$ cat src/rtl/pwr_mode_seq.sv
module pwr_mode_seq #(
  parameter int AW = 8,
  parameter int DW = 16,
  parameter logic [AW-1:0] WAKE_ADDR = 8'h26,
  parameter logic [AW-1:0] CTL_ADDR  = 8'hD4,
  parameter logic [AW-1:0] PORT_ADDR = 8'hF4,
  parameter int AUTO_BIT  = 7,
  parameter int PSAVE_BIT = 10
) (
  input  logic          clk,
  input  logic          rst_n,
  input  logic          reg_wr,
  input  logic          reg_rd,
  input  logic [AW-1:0] reg_addr,
  input  logic [DW-1:0] reg_wdata,
  output logic [DW-1:0] reg_rdata,
  input  logic          aneg_en,
  input  logic          cable_det,
  input  logic          energy_det,
  input  logic          far_link_req,
  output logic [1:0]    mode_now,
  output logic          pll_en,
  output logic          mac_en,
  output logic          phy_tx_en,
  output logic          phy_rx_en
);
  localparam logic [1:0] ST_RUN  = 2'b00;
  localparam logic [1:0] ST_LOW  = 2'b01;
  localparam logic [1:0] ST_SOFT = 2'b10;
  localparam logic [1:0] ST_SAVE = 2'b11;

  logic [1:0] state, nxt, field;
  logic       auto_wk, ps_en;

  wire wake_rd  = reg_rd && (reg_addr == WAKE_ADDR);
  wire awake    = (state == ST_RUN) || (state == ST_SAVE);
  wire activity = energy_det || far_link_req;
  wire low_wake = (state == ST_LOW) && auto_wk && energy_det;

  always_comb begin
    nxt = state;
    case (state)
      ST_RUN:
        if (field == ST_SOFT) nxt = ST_SOFT;
        else if (field == ST_LOW) nxt = ST_LOW;
        else if (field == ST_SAVE && ps_en && aneg_en && !cable_det) nxt = ST_SAVE;
      ST_SAVE:
        if (activity) nxt = ST_RUN;
        else if (!(field == ST_SAVE && ps_en)) nxt = (field == ST_SAVE) ? ST_RUN : field;
      ST_SOFT:
        if (wake_rd) nxt = ST_RUN;
      default:
        if (wake_rd || low_wake) nxt = ST_RUN;
    endcase
  end

  always_ff @(posedge clk) begin
    if (!rst_n) begin
      state   <= ST_RUN;
      field   <= 2'b00;
      auto_wk <= 1'b0;
      ps_en   <= 1'b0;
    end else begin
      state <= nxt;
      if (awake && reg_wr) begin
        if (reg_addr == CTL_ADDR) begin
          field   <= reg_wdata[1:0];
          auto_wk <= reg_wdata[AUTO_BIT];
        end
        if (reg_addr == PORT_ADDR) ps_en <= reg_wdata[PSAVE_BIT];
      end
      if (!awake && (wake_rd || low_wake)) field <= 2'b00;
    end
  end

  always_comb begin
    reg_rdata = '0;
    if (reg_rd && reg_addr == CTL_ADDR) begin
      reg_rdata[1:0]      = field;
      reg_rdata[AUTO_BIT] = auto_wk;
    end
    if (reg_rd && reg_addr == PORT_ADDR) reg_rdata[PSAVE_BIT] = ps_en;
  end

  assign mode_now  = state;
  assign pll_en    = awake;
  assign mac_en    = awake;
  assign phy_tx_en = (state == ST_RUN) || (state == ST_SAVE);
  assign phy_rx_en = (state == ST_RUN) || (state == ST_LOW);

  assert_sleep_hold_R3: assert property (@(posedge clk) disable iff (!rst_n)
    (!awake && reg_wr && !wake_rd && !low_wake) |=> ($stable(field) && $stable(ps_en) && $stable(auto_wk)));

  assert_soft_stays_R4: assert property (@(posedge clk) disable iff (!rst_n)
    (state == ST_SOFT && !wake_rd) |=> (state == ST_SOFT));

  assert_soft_wake_R4: assert property (@(posedge clk) disable iff (!rst_n)
    (state == ST_SOFT && wake_rd) |=> (state == ST_RUN && field == 2'b00));

  assert_save_entry_R5: assert property (@(posedge clk) disable iff (!rst_n)
    $rose(state == ST_SAVE) |-> $past(field == ST_SAVE && ps_en && aneg_en && !cable_det));

  assert_save_wake_R7: assert property (@(posedge clk) disable iff (!rst_n)
    (state == ST_SAVE && activity) |=> (state == ST_RUN));

  assert_save_rx_off_R6: assert property (@(posedge clk) disable iff (!rst_n)
    (state == ST_SAVE) |-> (pll_en && mac_en && phy_tx_en && !phy_rx_en));
endmodule

$ cat config.mk
export PLATFORM = sky130hd
export DESIGN_NAME = pwr_mode_seq
export DESIGN_NICKNAME = d
export VERILOG_FILES = /design/src/rtl/pwr_mode_seq.sv
export SDC_FILE = /design/constraint.sdc
export NUM_CORES = 1
export LEC_CHECK = 0
export ABC_CLOCK_PERIOD_IN_PS = 2200
export BUFFER_PORTS_ARGS = -buffer_cell sky130_fd_sc_hd__buf_2
export CAP_MARGIN = 30
export CORE_ASPECT_RATIO = 1.25
export CORE_MARGIN = 2
export CORE_UTILIZATION = 25
export DETAILED_ROUTE_END_ITERATION = 8
export SLEW_MARGIN = 20
export SYNTH_ARGS = -nofsm -noshare
export SYNTH_HDL_FRONTEND = slang
export SYNTH_SLANG_ARGS = --single-unit
$ cat constraint.sdc
create_clock -name clk -period 2.2 [get_ports clk]
set_input_delay 0.44 -clock clk [delete_from_list [all_inputs] [get_ports clk]]
set_output_delay 0.44 -clock clk [all_outputs]
set_load 0.005 [all_outputs]
==> impl_metrics.env <==
export IMPL_status="finished, final reports clean"
export IMPL_gp_congestion=0.780
export IMPL_drive_gt1_share_pct=36.5
export IMPL_dp_hpwl_um=1180
export IMPL_post_route_drc_count=0
export IMPL_finalSetupViolations=0
export IMPL_hold_depth=3
export IMPL_clk_latency_ps=240
export IMPL_yosysWarningCount=0
export IMPL_synth_edff_count=0
export IMPL_cts_buffers=3
export IMPL_arrival_ps=1510
export IMPL_r2r_start="mode_now[0]"
export IMPL_ctsHoldBuffers=0
export IMPL_synth_top_cell_area_share_pct=19.0
export IMPL_grt_max_degree=10
export IMPL_cp_start_kind="input pin"
export IMPL_power_density_nw_per_um2=471
export IMPL_track_usage_pct=10.1
export IMPL_synth_commonest_cells="buf_4 (14), dfxtp_1 (6), mux2i_1 (6)"
export IMPL_ant_nets=0
export IMPL_final_hold_viol_count=0
export IMPL_p_total_w=0.000364
export IMPL_crit_chain="buf_2, or3b_4, nor2_1, and3_1, and2_1, buf_2"
export IMPL_via_per_inst=4.32
export IMPL_syn_area_per_cell_sq_um=8.31
export IMPL_crit_type="input pin to primary output"
export IMPL_first_global_vias=546
export IMPL_holdWs_ps=450
export IMPL_synth_async_reset_ratio_pct=0
export IMPL_cts_resized=0
export IMPL_die_w_um=49.0
export IMPL_wl_per_cell_um=9.79
export IMPL_crit_top_cell="buf_2"
export IMPL_hp_class="input pin to flip-flop"
export IMPL_synthTopCellsByArea="dfxtp_1 (19%), buf_4 (17%), mux2i_1 (9.5%)"
export IMPL_stdcell_count=137
export IMPL_syn_area_sq_um=632
export IMPL_firstDrtPassIters=2
export IMPL_clockBufferDepth=2
export IMPL_htree_levels=1
export IMPL_synthCells=76
export IMPL_via_count=592
export IMPL_diodes=0
export IMPL_vdd_drop_max_mv=0.259
export IMPL_num_rows=20
export IMPL_place_inst=134
export IMPL_coreArea_sq_um=2430
export IMPL_antenna_found_initial=0
export IMPL_slew_viol_final=0
export IMPL_endpoint_kind="primary output"
export IMPL_synth_distinct_cells=31
export IMPL_die_h_um=60.2
export IMPL_ff2ff_setup_slack_ps=480
export IMPL_ys_ff_latch=6
export IMPL_grt_overflow=0
export IMPL_crit_path_max_incr_delay_ps=420
export IMPL_ios=54
export IMPL_die_area_sq_um=2950
export IMPL_min_from="reg_wdata[1]"
export IMPL_cts_sinks=6
export IMPL_layout_min_cycle_time_ps=1950
export IMPL_fin_crit_sh_pct=88.5
export IMPL_drv_cap=0
export IMPL_cp_slowest_cell="or3b_4"
export IMPL_rr_worst_depth=6
export IMPL_clk_pin_slew_ps=40
export IMPL_cts_root_buf="clkbuf_4"
export IMPL_nets=142
export IMPL_drt_iter0_drc=2
export IMPL_yosysMostFrequentCell="buf_4"
export IMPL_power_leakage_nw=0.353
export IMPL_area_growth_pct=22.2
export IMPL_synth_ff_type="dfxtp_1"
export IMPL_rsz0062_at_grt="no"
export IMPL_final_setup_tns_ps=0
export IMPL_fin_skew_ps=3.75
export IMPL_r2r_end="auto_wk"
export IMPL_hold_end="field[1]"
export IMPL_grt_first_pass_wirelength_um=2180
export IMPL_yosysTopAreaCell="dfxtp_1"
export IMPL_max_freq_mhz=514
export IMPL_post_cts_buffers=0
export IMPL_drt_total_wl_um=1340
export IMPL_cp_required_ps=1760
export IMPL_cts_tree="built"
export IMPL_yosysSeqAreaShare_pct=19.0
export IMPL_path_max_fanout=5
export IMPL_start_util_pct=26.0
export IMPL_port_buffers=29
-- worst max-delay path, delay by kind of cell --
kind                   cells  cell delay [ps]
AND/OR/NAND/NOR            4              860
buffers and inverters      2              200
-- final cells by class --
class,count,area (sq um)
Fill cell,272,1660
Clock buffer,3,22.5
Timing Repair Buffer,29,145
Tap cell,33,41.3
Sequential cell,6,120
Multi-Input combinational cell,61,424
Inverter,5,18.8
-- worst max-delay path by stage --
stage,from,end,slack (ps)
floorplan,reg_addr[0],reg_rdata[0],480
global placement,reg_addr[0],reg_rdata[7],250
detailed placement,reg_addr[0],reg_rdata[0],250
CTS,reg_addr[0],reg_rdata[0],240
global route,reg_addr[0],reg_rdata[0],150
finish,reg_addr[0],reg_rdata[0],250
-- cell families after synthesis --
kind of cell	count (synthesis)	synth area share [%]
AOI/OAI and AO/OA	8	9.11
xor gates and xnor gates	1	1.39
adders and majority gates	4	7.92
buffers and inverters	20	20.4
DFF	6	19.0
muxes	6	9.51
other	1	0.593
and+or+nand+nor	30	32.1
-- per-layer routing --
| layer | share of wire (%) | global-route usage [%] |
|---|---|---|
| met1 | 40 | 9.02 |
| met4 | 1.9 | 6.12 |
| met2 | 49 | 19.0 |
| met5 | 0 | 0 |
| met3 | 9.3 | 4.25 |
-- flip-flops by register name (all words and copies together) (netlist names) --
signal and cells:
mode_now 2, ps_en 1, field 2, auto_wk 1
-- cell usage in the layout, fill, tap and decap left out --
master | synthesis | final
dfxtp_1 | 6 | 6
ha_1 | 4 | 4
and3_1 | 1 | 1
conb_1 | 1 | 12
nor2b_1 | 3 | 3
a21bo_2 | 1 | 1
or3b_4 | 1 | 1
o31a_2 | 1 | 1
and2_1 | 3 | 3
buf_2 | 1 | 29
nand4b_1 | 2 | 2
a21boi_0 | 1 | 1
mux2i_1 | 6 | 6
or3_1 | 1 | 1
nor4_1 | 2 | 2
or4b_2 | 1 | 1
inv_1 | 5 | 5
xnor2_1 | 1 | 1
or4b_1 | 1 | 1
o211a_1 | 1 | 1
nor4_4 | 1 | 1
nand2b_1 | 2 | 2
o21ai_0 | 3 | 3
nand2_1 | 3 | 3
or2_2 | 1 | 1
a21oi_1 | 1 | 1
and4_1 | 1 | 1
clkbuf_4 | 0 | 3
nand3_1 | 3 | 3
nor3_1 | 1 | 1
nor2_1 | 3 | 3
-- metrics by stage --
step | setup slack (ps) | util, % | area, sq um
2_1_floorplan | 481 | - | 673
3_3_place_gp | 254 | 30.9 | 749
3_5_place_dp | 246 | 30.9 | 749
4_1_cts | 242 | 31.8 | 772
5_1_grt | 151 | 31.8 | 772
6_report | 253 | 31.8 | 772
-- power by group --
part / leakage, nW / switching, W / internal [W]
combinational: 0.291 / 0.0000711 / 0.0000724
sequential: 0.0485 / 0.00000758 / 0.000115
clock: 0.0138 / 0.0000357 / 0.0000614
(Power assumes the default switching activity.)
